**config.mk**
```make
export PLATFORM = sky130hd
export DESIGN_NAME = gpio_port
export DESIGN_NICKNAME = d
export VERILOG_FILES = /design/src/rtl/gpio_port_pkg.sv /design/src/rtl/gpio_regfile.sv /design/src/rtl/gpio_pad_ctrl.sv /design/src/rtl/gpio_rdmux.sv /design/src/rtl/gpio_port.sv
export SDC_FILE = /design/constraint.sdc
export NUM_CORES = 1
export LEC_CHECK = 0
export ABC_AREA = 1
export ABC_CLOCK_PERIOD_IN_PS = 1000
export BUFFER_PORTS_ARGS = -buffer_cell sky130_fd_sc_hd__buf_2
export CORE_MARGIN = 5
export CORE_UTILIZATION = 44
export CTS_BUF_LIST = sky130_fd_sc_hd__clkbuf_16
export CTS_CLUSTER_DIAMETER = 40
export DETAILED_ROUTE_END_ITERATION = 7
export GPL_TIMING_DRIVEN = 0
export PLACE_DENSITY = 0.79
export SLEW_MARGIN = 30
export SYNTH_ARGS = -nofsm -noshare
export SYNTH_HDL_FRONTEND = slang
export SYNTH_SLANG_ARGS = --single-unit
```
**constraint.sdc**
```tcl
create_clock -name clk -period 1 [get_ports clk]
set_clock_uncertainty 0.15 [all_clocks]
set_input_delay 0.2 -clock clk [delete_from_list [all_inputs] [get_ports clk]]
set_output_delay 0.2 -clock clk [all_outputs]
set_load 0.01 [all_outputs]
```
**src/rtl/gpio_port_pkg.sv**
```systemverilog
package gpio_port_pkg;

  localparam int BUS_W = 8;

  typedef enum logic [1:0] {
    SEL_NONE = 2'd0,
    SEL_DATA = 2'd1,
    SEL_DIR  = 2'd2
  } reg_sel_e;

  // Map a bus address onto one of the port registers.
  function automatic reg_sel_e decode_sel(input logic [31:0] addr,
                                          input logic [31:0] data_ofs,
                                          input logic [31:0] dir_ofs);
    if (addr == data_ofs)     return SEL_DATA;
    else if (addr == dir_ofs) return SEL_DIR;
    else                      return SEL_NONE;
  endfunction

endpackage

```
**src/rtl/gpio_regfile.sv**
```systemverilog
module gpio_regfile
  import gpio_port_pkg::*;
#(
  parameter int PORT_W   = 7,
  parameter int ADDR_W   = 2,
  parameter int DATA_OFS = 0,
  parameter int DIR_OFS  = 1
) (
  input  logic              clk,
  input  logic              rst,
  input  logic              hw_stby,
  input  logic [ADDR_W-1:0] bus_addr,
  input  logic              bus_wr,
  input  logic [PORT_W-1:0] wr_bits,
  output logic [PORT_W-1:0] dir_q,
  output logic [PORT_W-1:0] dat_q,
  output logic [PORT_W-1:0] dir_d,
  output logic [PORT_W-1:0] dat_d
);

  reg_sel_e sel;
  logic     wr_ok;
  logic     hold_clr;

  assign sel      = decode_sel(32'(bus_addr), 32'(DATA_OFS), 32'(DIR_OFS));
  assign wr_ok    = bus_wr & ~hw_stby;
  assign hold_clr = rst | hw_stby;

  // Next-state values, also handed to the pad stage so it sees writes early.
  always_comb begin
    dir_d = dir_q;
    dat_d = dat_q;
    if (hold_clr) begin
      dir_d = '0;
      dat_d = '0;
    end else if (wr_ok) begin
      if (sel == SEL_DIR)  dir_d = wr_bits;
      if (sel == SEL_DATA) dat_d = wr_bits;
    end
  end

  always_ff @(posedge clk) begin
    dir_q <= dir_d;
    dat_q <= dat_d;
  end


  stby_clear_chk: assert property (@(posedge clk) disable iff (rst)
    $past(hw_stby) |-> (dir_q == '0 && dat_q == '0));


  dat_write_chk: assert property (@(posedge clk) disable iff (rst)
    (bus_wr && !hw_stby && sel == SEL_DATA) |=> (dat_q == $past(wr_bits)));


  unmapped_write_chk: assert property (@(posedge clk) disable iff (rst)
    (bus_wr && !hw_stby && sel == SEL_NONE) |=> ($stable(dir_q) && $stable(dat_q)));

endmodule

```
**src/rtl/gpio_pad_ctrl.sv**
```systemverilog
module gpio_pad_ctrl #(
  parameter int PORT_W = 7
) (
  input  logic              clk,
  input  logic              rst,
  input  logic              hw_stby,
  input  logic [PORT_W-1:0] dir_d,
  input  logic [PORT_W-1:0] dat_d,
  output logic [PORT_W-1:0] pad_oe,
  output logic [PORT_W-1:0] pad_out,
  output logic [PORT_W-1:0] pad_pu
);

  logic kill;
  assign kill = rst | hw_stby;

  for (genvar b = 0; b < PORT_W; b++) begin : g_pin
    always_ff @(posedge clk) begin
      if (kill) begin
        pad_oe[b]  <= 1'b0;
        pad_out[b] <= 1'b0;
        pad_pu[b]  <= 1'b0;
      end else begin
        pad_oe[b]  <= dir_d[b];
        pad_out[b] <= dat_d[b];
        pad_pu[b]  <= ~dir_d[b] & dat_d[b];
      end
    end
  end


  stby_pads_off_chk: assert property (@(posedge clk) disable iff (rst)
    $past(hw_stby) |-> (pad_oe == '0 && pad_pu == '0 && pad_out == '0));

endmodule

```
**src/rtl/gpio_rdmux.sv**
```systemverilog
module gpio_rdmux
  import gpio_port_pkg::*;
#(
  parameter int PORT_W   = 7,
  parameter int ADDR_W   = 2,
  parameter int DATA_OFS = 0,
  parameter int DIR_OFS  = 1
) (
  input  logic              clk,
  input  logic              rst,
  input  logic              bus_rd,
  input  logic [ADDR_W-1:0] bus_addr,
  input  logic [PORT_W-1:0] dir_q,
  input  logic [PORT_W-1:0] dat_q,
  input  logic [PORT_W-1:0] pad_in,
  output logic [BUS_W-1:0]  bus_rdata
);

  reg_sel_e         sel;
  logic [BUS_W-1:0] data_view;
  logic [BUS_W-1:0] rd_next;

  assign sel = decode_sel(32'(bus_addr), 32'(DATA_OFS), 32'(DIR_OFS));

  for (genvar b = 0; b < BUS_W; b++) begin : g_bit
    if (b < PORT_W) begin : g_impl
      assign data_view[b] = dir_q[b] ? dat_q[b] : pad_in[b];
    end else begin : g_absent
      assign data_view[b] = 1'b1;
    end
  end

  always_comb begin
    unique case (sel)
      SEL_DATA: rd_next = data_view;
      SEL_DIR:  rd_next = '1;
      default:  rd_next = '0;
    endcase
  end

  always_ff @(posedge clk) begin
    if (rst)         bus_rdata <= '0;
    else if (bus_rd) bus_rdata <= rd_next;
  end


  dir_reads_ones_chk: assert property (@(posedge clk) disable iff (rst)
    (bus_rd && sel == SEL_DIR) |=> (bus_rdata == '1));


  rdata_hold_chk: assert property (@(posedge clk) disable iff (rst)
    !bus_rd |=> $stable(bus_rdata));

endmodule

```
**src/rtl/gpio_port.sv**
```systemverilog
module gpio_port
  import gpio_port_pkg::*;
#(
  parameter int PORT_W   = 7,
  parameter int ADDR_W   = 2,
  parameter int DATA_OFS = 0,
  parameter int DIR_OFS  = 1
) (
  input  logic              clk,
  input  logic              rst,
  input  logic              hw_stby,
  input  logic [ADDR_W-1:0] bus_addr,
  input  logic              bus_wr,
  input  logic              bus_rd,
  input  logic [7:0]        bus_wdata,
  output logic [7:0]        bus_rdata,
  input  logic [PORT_W-1:0] pad_in,
  output logic [PORT_W-1:0] pad_oe,
  output logic [PORT_W-1:0] pad_out,
  output logic [PORT_W-1:0] pad_pu
);

  localparam int HI_W = BUS_W - PORT_W;

  logic [PORT_W-1:0] dir_q, dat_q, dir_d, dat_d;

  // Write-data bits above the port width are not implemented.
  if (HI_W > 0) begin : g_hi
    logic wdata_hi_unused;
    assign wdata_hi_unused = ^bus_wdata[BUS_W-1:PORT_W];
  end

  gpio_regfile #(
    .PORT_W(PORT_W), .ADDR_W(ADDR_W), .DATA_OFS(DATA_OFS), .DIR_OFS(DIR_OFS)
  ) u_regs (
    .clk(clk), .rst(rst), .hw_stby(hw_stby), .bus_addr(bus_addr),
    .bus_wr(bus_wr), .wr_bits(bus_wdata[PORT_W-1:0]),
    .dir_q(dir_q), .dat_q(dat_q), .dir_d(dir_d), .dat_d(dat_d)
  );

  gpio_pad_ctrl #(.PORT_W(PORT_W)) u_pads (
    .clk(clk), .rst(rst), .hw_stby(hw_stby), .dir_d(dir_d), .dat_d(dat_d),
    .pad_oe(pad_oe), .pad_out(pad_out), .pad_pu(pad_pu)
  );

  gpio_rdmux #(
    .PORT_W(PORT_W), .ADDR_W(ADDR_W), .DATA_OFS(DATA_OFS), .DIR_OFS(DIR_OFS)
  ) u_rd (
    .clk(clk), .rst(rst), .bus_rd(bus_rd), .bus_addr(bus_addr),
    .dir_q(dir_q), .dat_q(dat_q), .pad_in(pad_in), .bus_rdata(bus_rdata)
  );


  pullup_match_chk: assert property (@(posedge clk) disable iff (rst)
    pad_pu == (~dir_q & dat_q));


  oe_match_chk: assert property (@(posedge clk) disable iff (rst)
    pad_oe == dir_q);

endmodule

```
After elaboration in Yosys (flattened, before gate mapping)

Cells that the tools add are included.

Bitwise gates (word level): 17
Mux-type cells: 16
Reductions and logical operators: 1
Equal/unequal tests: 3

Operators with widths:

| kind                                                                   | count |
|---|---|
| 7-bit 2-to-1 mux                                                       | 6 |
| 8-bit case mux with 2 select lines                                     | 1 |
| 1-bit bitwise AND                                                      | 8 |
| 1-bit inverter                                                         | 8 |
| 1-bit 2-to-1 mux                                                       | 7 |
| 2-bit by 1-bit equality test with 1-bit output (second input constant) | 2 |
| 2-bit 2-to-1 mux                                                       | 2 |
| 2-bit equality test (second input constant)                            | 1 |
| 2-bit logical NOT                                                      | 1 |
| 1-bit OR                                                               | 1 |

Bits in registers: 43
Logic and storage cells: 61
Input bits: 22
Output and inout port bits: 29

Logic depth before layout (Yosys ltp)

Word-level depth: 9
Depth in mapped cells: 7
Depth with buffers taken out: 6

Modules after synthesis

Synthesis repeated with hierarchy kept, for this count alone.

Cells, all modules: 224
Area, all modules: 1746.7 sq um

Modules (own cells, without submodules):

| module        | cells an instance | area an instance (sq um) | instances | seq. area each (sq um) |
|---|---|---|---|---|
| gpio_pad_ctrl | 68                | 674.4                    | 1         | 420.4 |
| gpio_regfile  | 92                | 639.4                    | 1         | 280.3 |
| gpio_rdmux    | 64                | 432.9                    | 1         | 160.2 |

Worst setup path before layout

Ideal clock, no wire load.

Path type: input to register
Start point: input port rst
End point: register u_pads.pad_pu[3]
Slack: -0.116 ns
Arrival time: 0.851 ns
Data required time: 0.735 ns
Cell stages on the path: 6
Cells stage by stage: buf_2 > nor2_4 > buf_4 > nand2_1 > nor2_1 > nor2_1

Longest elaborated chain between the ends: 4

RTL lines:

| element                       | line                | RTL |
|---|---|---|
| start, declared               | gpio_port.sv:10     | `input logic rst,` |
| 1-bit OR                      | gpio_regfile.sv:27  | `assign hold_clr = rst \| hw_stby;` |
| 7-bit 2-to-1 mux              | gpio_regfile.sv:33  | `if (hold_clr) begin` |
| named net dir_d[3]            | gpio_port.sv:25     | `logic [PORT_W-1:0] dir_q, dat_q, dir_d, dat_d;` |
| 1-bit inverter                | gpio_pad_ctrl.sv:26 | `pad_pu[b] <= ~dir_d[b] & dat_d[b];` |
| 1-bit bitwise AND             | gpio_pad_ctrl.sv:26 |  |
| end signal, assigned by index | gpio_pad_ctrl.sv:26 |  |
| end, declared                 | gpio_pad_ctrl.sv:11 | `output logic [PORT_W-1:0] pad_pu` |

The timed path passes the listed nets, and every way through them passes these cells.
A chain may end at the register's enable or synchronous reset.

Worst setup path in the final report

Start point: register u_rd.bus_rdata[0]
End point: output port bus_rdata[0]

RTL lines:

| element                | line             | RTL |
|---|---|---|
| start, declared        | gpio_rdmux.sv:16 | `output logic [BUS_W-1:0] bus_rdata` |
| start signal, assigned | gpio_rdmux.sv:43 | `else if (bus_rd) bus_rdata <= rd_next;` |
| end, declared          | gpio_port.sv:16  | `output logic [7:0] bus_rdata,` |

No word-level cell between the ends.

==> results.yml <==
critical_path:
  timing.critical_path.fanout_max: 2
  critPathRequiredTime_ns: 0.65
  slowest_stage_cell_on_the_critical_path: "sky130_fd_sc_hd__dfxtp_2"
  worst-endpoint-arrival_ns: 0.73
  timing.critical_path.to_type: "primary output"
  crit_path_start_kind: "flip-flop"
  worst_path_dominant_cell_family: "flip-flops"
  setup.worst_path.class: "reg2out"
  r2r_start: "u_regs.dir_q[3]"
  critical-path-max-stage-delay_ns: 0.34
  reg2reg_to: "u_rd.bus_rdata[3]"
  worst_r2r_path_depth: 5
  timing.critical_path.buf_inv: 1
  cell_chain_critical_path: "buf_6"
  r2r_slack_ns: 0.07
global_routing:
  grt_remaining_overflow: 0
  grt.total_usage_pct: 15.1
  grt_pass1_wl_um: 5690
  largest_net_degree_at_the_start_of_global_routing: 14
  grt_antenna_before_repair: 0
  vias_in_the_first_global_route: 1289
sta:
  setup_slack_ns: -0.0774
  setup_repair_after_global_routing_missed_its_margin: "yes"
  max-slew-margin-rel_pct: 84.2
  hold_viol_final: 8
  max_freq_mhz: 928
  post-route-min-period_ns: 1.08
  worst-slew-pin-transition_ns: 0.236
  report.final.slew_viol_count: 0
  finalSetupViolCount: 29
  timing.final.crit_share_pct: 108
  whs_ns: -0.0285
power_and_ir_drop:
  totalPowerFinal_mw: 3.64
  power_per_cell_area_nw_per_um2: 1610
  netSwitchingFraction_pct: 22.5
  power.combinational.fraction_pct: 9.4
  irDropWorstVdd_uv: 1090
  power_leakage_nw: 1.16
  net-switching-power_mw: 0.817
  seq_power_share_pct: 48.8
  intPower_mw: 2.82
  power_frac_clock_pct: 41.8
die:
  floorplan.io_pins: 51
  fp.dieW_um: 69.2
  fp.dieH_um: 69.2
  fp.dieArea_um2: 4790
  floorplan.initialDensity_pct: 45.9
  num_rows: 21
  core_um2: 3360
synthesis:
  yosys_warnings: 0
  mappedNetlistArea_um2: 1540
  seq_area_frac_synth_pct: 55.8
  count_of_unique_library_cells_instantiated_by_yosys: 12
  ys_seq_elements: 43
  post_synth_inst_count: 204
  synth_fp_nets: 226
  synthesized_area_divided_by_synthesized_cell_count_um2: 7.56
min_path:
  hold_depth: 2
  hold_path.class: "in2reg"
  worstHoldStart: "rst"
  min_to: "u_rd.bus_rdata[3]"
job:
  maxCapViolations: 0
final_layout:
  layout-area-overhead-vs-synth_pct: 46.1
  final_nets: 287
  post_route_cells_drive_above_1_share_pct: 40.6
  antenna_fix_cells: 0
  finalCoreUtilization_pct: 67.0
  filler_cell_count: 291
clock_network:
  tritoncts.num_buffers: 5
  ctsHtreeMaxLevel: 2
  clk_transition_reported_paths_ns: 0.06
  clk-insertion-delay-late_ns: 0.28
  cts_tree: "yes"
  cts_num_sinks: 43
  ctsLongestPathBuffers: 2
  root_buf_cell: "sky130_fd_sc_hd__clkbuf_16"
placed_design:
  port_buffers: 48
  place_worst_setup_slack_ns: -0.354
  dp_hpwl_um: 2410
  finalWeightedCongestion: 0.780
routing:
  overall_routed_net_length_um: 3620
  detail_route.iter0.violations: 77
  detail_routed_net_length_per_standard_cell_um: 11.6
  drc: 0
  dr.pass1.iters: 4
  drtAntennaViolNets: 0
  via_count: 1396
  vias_per_cell: 4.47
run_status:
  violations: "hold timing, setup timing"
  status: "finished with violations"
-- stage by stage --
stage                     instance area, um2  hold slack (ns)  instances  setup TNS, ns
after floorplan                         1570            0.232        204        -0.0930
after global placement                  1870            0.264        298         -10.46
after detailed placement                1870            0.269        298         -10.98
after CTS                               2090          -0.0308        306          -1.70
after global routing                    2250          -0.0297        312          -2.37
final                                   2250          -0.0285        312          -1.58
-- worst register-to-register path, stage by stage, from the launching register on --
cell and delay, ns:
sky130_fd_sc_hd__dfxtp_1 0.36, sky130_fd_sc_hd__inv_1 0.05, sky130_fd_sc_hd__nand2_1 0.05, sky130_fd_sc_hd__nand3_1 0.09, sky130_fd_sc_hd__nand2_1 0.07, sky130_fd_sc_hd__a21oi_1 0.05
-- flip-flops by register name, indices dropped and copies added (netlist names) --
name,cells
u_pads.pad_oe,7
u_pads.pad_out,7
u_pads.pad_pu,7
u_rd.bus_rdata,8
u_regs.dat_q,7
u_regs.dir_q,7
-- power groups by stage --
stage | Clock, mW | Combinational (mW) | Sequential (mW)
2_1_floorplan | 0 | 0.145 | 1.82
6_report | 1.52 | 0.342 | 1.78
5_1_grt | 1.64 | 0.373 | 1.78
3_5_place_dp | 0 | 0.269 | 1.80
3_3_place_gp | 0 | 0.265 | 1.80
4_1_cts | 1.54 | 0.294 | 1.77
-- synth_stat cells, drive strengths merged --
cell | instances | area, um2
nand2 | 46 | 173
dfxtp | 43 | 861
buf | 4 | 25.0
nor2 | 34 | 150
inv | 40 | 150
clkinv | 1 | 3.75
a21oi | 8 | 40.0
nand3 | 28 | 140
-- routing by layer --
metal  vias to the layer above  GRT usage, %  part of all wire (%)
met5                         -             0                     0
met4                         0          5.86                   1.4
met3                         7          6.09                   5.7
met2                        40          25.1                    51
met1                       614          17.2                    42
li1                        735             -                     -
-- what timing repair did --
action,in CTS,in global routing
hold endpoints to repair,8,8
buffers inserted,0,5
endpoints found under the setup margin,36,51
pin swaps,0,9
cloned,0,1
gates resized for setup,21,33
-- kinds of logic (layout without fill, tap and decap cells) --
family / after synthesis / after routing / share of synthesized area (%)
buffers and inverters: 45 / 107 / 11.6
and+or+nand+nor: 108 / 108 / 30.0
AOI/OAI and AO/OA: 8 / 8 / 2.60
DFF: 43 / 43 / 55.8
-- worst max-delay path by stage --
stage | startpoint | cells after the start | end
2_1_floorplan | rst | 6 | u_pads.pad_pu[3]
3_3_place_gp | hw_stby | 7 | u_pads.pad_pu[5]
3_5_place_dp | hw_stby | 7 | u_pads.pad_pu[3]
4_1_cts | u_rd.bus_rdata[1] | 1 | bus_rdata[1]
5_1_grt | u_pads.pad_pu[1] | 1 | pad_pu[1]
6_report | u_rd.bus_rdata[0] | 1 | bus_rdata[0]
-- layout make-up --
class	instances	area, um2	share of cell area, %
Buffer	4	48.8	2.16
Clock buffer	5	125	5.55
Clock inverter	3	15.0	0.666
Inverter	41	158	6.99
Multi-Input combinational cell	116	593	26.3
Sequential cell	43	878	39.0
Tap cell	46	57.6	2.55
Timing Repair Buffer	54	379	16.8
-- placed cells by master (no fill, tap or decap) --
cell type                    instances
sky130_fd_sc_hd__nand2_4             1
sky130_fd_sc_hd__clkbuf_4            1
sky130_fd_sc_hd__nor2_1             19
sky130_fd_sc_hd__buf_2              35
sky130_fd_sc_hd__nor2_4              6
sky130_fd_sc_hd__dfxtp_2            14
sky130_fd_sc_hd__buf_4               4
sky130_fd_sc_hd__inv_2               2
sky130_fd_sc_hd__clkinvlp_4          1
sky130_fd_sc_hd__buf_6              16
sky130_fd_sc_hd__nand2_1            42
sky130_fd_sc_hd__buf_12              1
sky130_fd_sc_hd__nand3_2             6
sky130_fd_sc_hd__dfxtp_1            29
sky130_fd_sc_hd__nand3_1            22
sky130_fd_sc_hd__inv_1              38
sky130_fd_sc_hd__clkbuf_16           5
sky130_fd_sc_hd__buf_8               1
sky130_fd_sc_hd__clkinv_2            3
sky130_fd_sc_hd__a21oi_1             8
sky130_fd_sc_hd__nand2_2             3
sky130_fd_sc_hd__nor2_2              9
Note: power is estimated with default switching activity, not from simulation.
